==> src/rtl/fpcmp_pkg.sv <==
package fpcmp_pkg;

  localparam logic [3:0] CC_LT  = 4'b1000;
  localparam logic [3:0] CC_GT  = 4'b0100;
  localparam logic [3:0] CC_EQ  = 4'b0010;
  localparam logic [3:0] CC_UN  = 4'b0001;

  // Classification and ordering info from datapath to control
  typedef struct packed {
    logic nanA;
    logic nanB;
    logic sigA;
    logic sigB;
    logic lt;
    logic gt;
    logic eq;
  } cmpInfo_t;

  // Strobes from control to datapath
  typedef struct packed {
    logic       load;
    logic [3:0] cc;
  } dpCtrl_t;

endpackage

==> src/rtl/fpcmp_dp.sv <==
module fpcmp_dp
  import fpcmp_pkg::*;
#(
  parameter int EXP_W    = 11,
  parameter int FRAC_W   = 52,
  parameter int STATUS_W = 32,
  parameter int CC_LSB   = 12
) (
  input  logic                       clk,
  input  logic                       rstN,
  input  logic [EXP_W+FRAC_W:0]      opA,
  input  logic [EXP_W+FRAC_W:0]      opB,
  input  logic [STATUS_W-1:0]        statusIn,
  input  dpCtrl_t                    ctl,
  output cmpInfo_t                   info,
  output logic [3:0]                 ccOut,
  output logic [STATUS_W-1:0]        statusOut
);

  localparam int DATA_W = EXP_W + FRAC_W + 1;
  localparam int MAG_W  = DATA_W - 1;
  localparam logic [STATUS_W-1:0] FIELD_MASK =
    {{(STATUS_W-4){1'b0}}, 4'hF} << CC_LSB;

  logic [DATA_W-1:0] ops  [2];
  logic [MAG_W-1:0]  magV [2];
  logic [1:0]        nanV;
  logic [1:0]        sigV;
  logic [1:0]        signV;
  logic [1:0]        zeroV;

  assign ops[0] = opA;
  assign ops[1] = opB;

  // Per-operand classification
  for (genvar i = 0; i < 2; i++) begin : g_cls
    logic expOnes;
    logic fracNz;
    assign expOnes  = &ops[i][MAG_W-1 -: EXP_W];
    assign fracNz   = |ops[i][FRAC_W-1:0];
    assign nanV[i]  = expOnes & fracNz;
    assign sigV[i]  = expOnes & fracNz & ~ops[i][FRAC_W-1];
    assign magV[i]  = ops[i][MAG_W-1:0];
    assign signV[i] = ops[i][DATA_W-1];
    assign zeroV[i] = ~|ops[i][MAG_W-1:0];
  end

  // Sign-magnitude ordering
  logic aBigger;
  logic magEq;
  logic ltC, gtC, eqC;

  assign aBigger = magV[0] > magV[1];
  assign magEq   = magV[0] == magV[1];

  always_comb begin
    ltC = 1'b0;
    gtC = 1'b0;
    eqC = 1'b0;
    if (zeroV[0] && zeroV[1]) begin
      eqC = 1'b1;
    end else if (signV[0] != signV[1]) begin
      ltC = signV[0];
      gtC = signV[1];
    end else if (magEq) begin
      eqC = 1'b1;
    end else if (signV[0]) begin
      ltC = aBigger;
      gtC = ~aBigger;
    end else begin
      ltC = ~aBigger;
      gtC = aBigger;
    end
  end

  assign info.nanA = nanV[0];
  assign info.nanB = nanV[1];
  assign info.sigA = sigV[0];
  assign info.sigB = sigV[1];
  assign info.lt   = ltC;
  assign info.gt   = gtC;
  assign info.eq   = eqC;

  // Result registers
  always_ff @(posedge clk or negedge rstN) begin
    if (!rstN) begin
      ccOut     <= '0;
      statusOut <= '0;
    end else if (ctl.load) begin
      ccOut     <= ctl.cc;
      statusOut <= (statusIn & ~FIELD_MASK)
                 | ({{(STATUS_W-4){1'b0}}, ctl.cc} << CC_LSB);
    end
  end


  cc_onehot_chk: assert property (@(posedge clk) disable iff (!rstN)
    $onehot0(ccOut));


  status_keep_chk: assert property (@(posedge clk) disable iff (!rstN)
    $past(ctl.load) |-> ((statusOut & ~FIELD_MASK) == ($past(statusIn) & ~FIELD_MASK)));


  cc_hold_chk: assert property (@(posedge clk) disable iff (!rstN)
    !$past(ctl.load) |-> $stable(ccOut));

endmodule

==> src/rtl/fpcmp_ctrl.sv <==
module fpcmp_ctrl
  import fpcmp_pkg::*;
(
  input  logic     clk,
  input  logic     rstN,
  input  logic     start,
  input  logic     orderedSel,
  input  logic     invEnable,
  input  cmpInfo_t info,
  output dpCtrl_t  ctl,
  output logic     done,
  output logic     rsnSnan,
  output logic     rsnVc,
  output logic     enSummary,
  output logic     deferredExc,
  output logic     excReq
);

  logic anyNan, anySig;
  logic snanHit, vcHit, invalidHit;
  logic deferHit, enHit;
  logic [3:0] ccSel;

  assign anyNan     = info.nanA | info.nanB;
  assign anySig     = info.sigA | info.sigB;
  assign snanHit    = anySig;
  assign vcHit      = orderedSel & anyNan;
  assign invalidHit = snanHit | vcHit;
  assign deferHit   = vcHit & invEnable;
  assign enHit      = invalidHit & invEnable;

  always_comb begin
    if (anyNan || invalidHit) ccSel = CC_UN;
    else if (info.lt)         ccSel = CC_LT;
    else if (info.gt)         ccSel = CC_GT;
    else if (info.eq)         ccSel = CC_EQ;
    else                      ccSel = CC_UN;
  end

  assign ctl.load = start;
  assign ctl.cc   = ccSel;

  always_ff @(posedge clk or negedge rstN) begin
    if (!rstN) begin
      done        <= 1'b0;
      rsnSnan     <= 1'b0;
      rsnVc       <= 1'b0;
      enSummary   <= 1'b0;
      deferredExc <= 1'b0;
      excReq      <= 1'b0;
    end else begin
      done        <= start;
      rsnSnan     <= start & snanHit;
      rsnVc       <= start & vcHit;
      enSummary   <= start & enHit;
      deferredExc <= start & deferHit;
      excReq      <= done & deferredExc;
    end
  end


  done_after_start_chk: assert property (@(posedge clk) disable iff (!rstN)
    done |-> $past(start));


  pulse_quiet_chk: assert property (@(posedge clk) disable iff (!rstN)
    !done |-> !(rsnSnan || rsnVc || enSummary || deferredExc));


  vc_only_strict_chk: assert property (@(posedge clk) disable iff (!rstN)
    rsnVc |-> $past(orderedSel));


  defer_needs_vc_chk: assert property (@(posedge clk) disable iff (!rstN)
    deferredExc |-> (rsnVc && enSummary && done));


  exc_after_defer_chk: assert property (@(posedge clk) disable iff (!rstN)
    excReq |-> $past(done && deferredExc));

endmodule

==> src/rtl/fp_cmp_unit.sv <==
module fp_cmp_unit
  import fpcmp_pkg::*;
#(
  parameter int EXP_W    = 11,
  parameter int FRAC_W   = 52,
  parameter int STATUS_W = 32,
  parameter int CC_LSB   = 12
) (
  input  logic                      clk,
  input  logic                      rstN,
  input  logic                      start,
  input  logic                      orderedSel,
  input  logic                      invEnable,
  input  logic [EXP_W+FRAC_W:0]     opA,
  input  logic [EXP_W+FRAC_W:0]     opB,
  input  logic [STATUS_W-1:0]       statusIn,
  output logic [3:0]                ccOut,
  output logic [STATUS_W-1:0]       statusOut,
  output logic                      rsnSnan,
  output logic                      rsnVc,
  output logic                      enSummary,
  output logic                      deferredExc,
  output logic                      excReq,
  output logic                      done
);

  cmpInfo_t info;
  dpCtrl_t  ctl;

  fpcmp_dp #(
    .EXP_W(EXP_W), .FRAC_W(FRAC_W), .STATUS_W(STATUS_W), .CC_LSB(CC_LSB)
  ) u_dp (
    .clk(clk), .rstN(rstN), .opA(opA), .opB(opB), .statusIn(statusIn),
    .ctl(ctl), .info(info), .ccOut(ccOut), .statusOut(statusOut)
  );

  fpcmp_ctrl u_ctrl (
    .clk(clk), .rstN(rstN), .start(start), .orderedSel(orderedSel),
    .invEnable(invEnable), .info(info), .ctl(ctl), .done(done),
    .rsnSnan(rsnSnan), .rsnVc(rsnVc), .enSummary(enSummary),
    .deferredExc(deferredExc), .excReq(excReq)
  );


  invalid_unordered_chk: assert property (@(posedge clk) disable iff (!rstN)
    (rsnSnan || rsnVc) |-> (ccOut == CC_UN));

endmodule

==> config.mk <==
export PLATFORM = sky130hd
export DESIGN_NAME = fp_cmp_unit
export DESIGN_NICKNAME = d
export VERILOG_FILES = /design/src/rtl/fpcmp_pkg.sv /design/src/rtl/fpcmp_dp.sv /design/src/rtl/fpcmp_ctrl.sv /design/src/rtl/fp_cmp_unit.sv
export SDC_FILE = /design/constraint.sdc
export NUM_CORES = 1
export LEC_CHECK = 0
export BUFFER_PORTS_ARGS = -buffer_cell sky130_fd_sc_hd__buf_2
export CAP_MARGIN = 15
export CORE_UTILIZATION = 36
export CTS_CLUSTER_SIZE = 28
export DETAILED_ROUTE_END_ITERATION = 10
export PLACE_DENSITY = 0.68
export SLEW_MARGIN = 10
export SYNTH_ARGS = -nofsm -noshare
export SYNTH_HDL_FRONTEND = slang
export SYNTH_SLANG_ARGS = --single-unit
==> constraint.sdc <==
create_clock -name clk -period 2.5 [get_ports clk]
set_clock_uncertainty 0.15 [all_clocks]
set_input_delay 0.375 -clock clk [delete_from_list [all_inputs] [get_ports clk]]
set_output_delay 0.375 -clock clk [all_outputs]
set_load 0.02 [all_outputs]
==> results.cfg <==
[global_routing]
grt_pass1_wl_mm = 17.06
track_usage_pct = 21.34
grt_max_degree = 39
gr-total-overflow = 0
grt_pass1_vias = 3749
antenna_found_initial = 0

[status]
outcome = complete, no violations

[synth]
syn_avg_cell_area_um2 = 9.163
synth_commonest_cells = 67 x inv_1, 63 x ha_1, 38 x dfrtp_1
synthCells = 380
synth_most_common_cell = inv_1
synth.area.mux_share_pct = 9.055
synthXorXnorAreaFrac_pct = 0.2515
synth_area_mm2 = 0.003482
netlist_top_cells_area = dfrtp_1 27%, ha_1 23%, mux2_2 9.1%
synth_compound_area_share_pct = 11.32
yosys_warnings = 0
yosys_most_used_dff = dfrtp_1
synth_nets = 608
synth_adder_area_share_pct = 22.64
ys_async_sr_fraction_pct = 100.0
synth_seq_cells = 38
ys_seq_area_share_pct = 27.31
synth_top_area_cell = dfrtp_1
synthDistinctLibCells = 51
synthSimpleGateAreaFrac_pct = 20.63
synth_top_family_by_area = adder cells
netlist.area_leader.share_pct = 27.31
synth_edf_count = 0

[cts]
cts_tree = yes
post_cts_buffers = 0
cts_buffers = 5
clk_path_buf_depth = 2
cts.reportedPaths.clkPinSlew_ps = 70
clockRootBuffer = clkbuf_8
clock_sinks = 38
holdBufCountCts = 0
clk_latency_ps = 290
h-tree-depth = 2
cts_resized = 0

[sta]
finalCriticalPeriod_ps = 2348
final_max_slew_viol_count = 0
max_freq_ghz = 0.4258
whs_ps = 29.59
slew_headroom_pct = 46.18
final-hold-violation-count = 0
rsz0062_at_grt = false
finalSetupViolations = 0
worst_pin_slew_ps = 807.2
finalCritPeriodShare_pct = 93.93

[floorplanning]
die-width_um = 100.4
die_h_um = 100.4
start_util_pct = 37.51
io_pins = 207
std_cell_rows = 35
core_area_mm2 = 0.009284
die-area_mm2 = 0.01007

[setup_path]
crit_type = primary input to flip-flop
cp.arrival_ps = 2410
cp-end-kind = flip-flop
cp.required_ps = 2560
critPathMaxFanout = 4
cp-start-kind = primary input

[flow_run]
max_cap_violations = 0

[min_path]
min_path_type = primary input to asynchronous set/reset pin

[finish]
diodes = 0
final_util_pct = 55.74
area_delta_synth_final_pct = 48.62
final_net_count = 869
stdcell_area_mm2 = 0.005175
drive_gt1_share_pct = 48.67

[power_and_ir_drop]
leakagePower_nw = 2.878
ir_drop_v = 0.0002452
powerDensity_mw_per_mm2 = 369.7
fin_total_pwr_mw = 1.913

[routing]
wl_mm = 10.75
antenna_left = 0
drc = 0
drt_iter0_markers = 88
drtPass1Iterations = 4
wire_per_inst_um = 13.96
dr_total_vias = 3849
drt-vias-per-instance = 4.999

[placement]
place_area_mm2 = 0.005050
place_congestion = 0.9317
dp_hpwl_mm = 9.663
port_buffers = 202
==> critical path: stages <==
cell,delay [ps]
buf_2,90
inv_1,50
ha_1,300
nand4_1,160
nor4_2,300
buf_4,170
and4_2,280
nor3b_2,200
a311oi_2,80
a211o_2,340
o211ai_2,70
==> metal layers <==
layer  vias up  track usage (%)  wire, µm
li1       1927                -         -
met1      1765            27.25      4715
met2       142            37.67      5192
met3        15            3.203       710
met4         0            5.240       129
met5         -                0         0
==> cell type report <==
cell class | count | area, µm²
Fill cell | 861 | 4109
Multi-Input combinational cell | 267 | 2237
Timing Repair Buffer | 262 | 1461
Sequential cell | 38 | 950.9
Inverter | 67 | 251.5
Tap cell | 129 | 161.4
Clock buffer | 6 | 82.58
Clock inverter | 1 | 30.03
==> placed cells by master, fill, tap and decap left out, drive strengths merged, types with 2 or more instances in the layout <==
cell and instances:
a211o 2, a211oi 3, a21boi 2, a21o 3, a21oi 22, a221oi 2
and2 3, and3 4, and4 3, buf 262, clkbuf 6, dfrtp 38
ha 63, inv 67, mux2 28, nand2 17, nand2b 2, nand3 10
nand3b 2, nand4 23, nor2 8, nor3 3, nor4 35, o211ai 4
o21a 2, o21ai 8, o22ai 2, or2 2
==> state kept, by name, summed over array words and instances (netlist names) <==
| name | flops |
|---|---|
| u_dp.statusOut | 32 |
| u_ctrl.deferredExc | 1 |
| u_ctrl.done | 1 |
| u_ctrl.enSummary | 1 |
| u_ctrl.excReq | 1 |
| u_ctrl.rsnSnan | 1 |
| u_ctrl.rsnVc | 1 |
==> final timing paths <==
kind / to / start / cells after the start / slack [ps]
max: u_dp.statusOut[14]$_DFFE_PN0P_ / opB[54] / 11 / 150
min: u_dp.statusOut[26]$_DFFE_PN0P_ / rstN / 1 / 30
max reg2reg: u_dp.statusOut[14]$_DFFE_PN0P_ / u_dp.statusOut[14]$_DFFE_PN0P_ / 2 / 1530
min reg2reg: u_ctrl.excReq$_DFF_PN0_ / u_ctrl.done$_DFF_PN0_ / 1 / 340
max in group asynchronous: u_ctrl.rsnSnan$_DFF_PN0_ / rstN / 1 / 1660
min in group clk: u_ctrl.deferredExc$_DFF_PN0_ / invEnable / 2 / 170
==> power breakdown <==
group / switching [mW] / total (mW) / internal [mW]
logic: 0.359 / 0.701 / 0.342
registers: 0.0257 / 0.692 / 0.667
clock network: 0.201 / 0.520 / 0.319
==> per-stage QoR <==
stage	setup TNS, ps	setup slack [ps]	cells
after global routing	0	38.14	770
after global placement	-277.1	-149.9	763
after CTS	0	92.76	770
after detailed placement	-429.1	-204.6	763
after floorplan	0	207.5	380
final	0	151.7	770
==> cells by family (layout without fill, tap and decap cells) <==
kind of cell,after synthesis,in the layout
and+or+nand+nor,116,116
buffers and inverters,75,336
xor gates and xnor gates,1,1
AOI/OAI and AO/OA,59,59
adders and majority gates,63,63
muxes,28,28
DFF,38,38
Power figures use the tool's default switching activity.
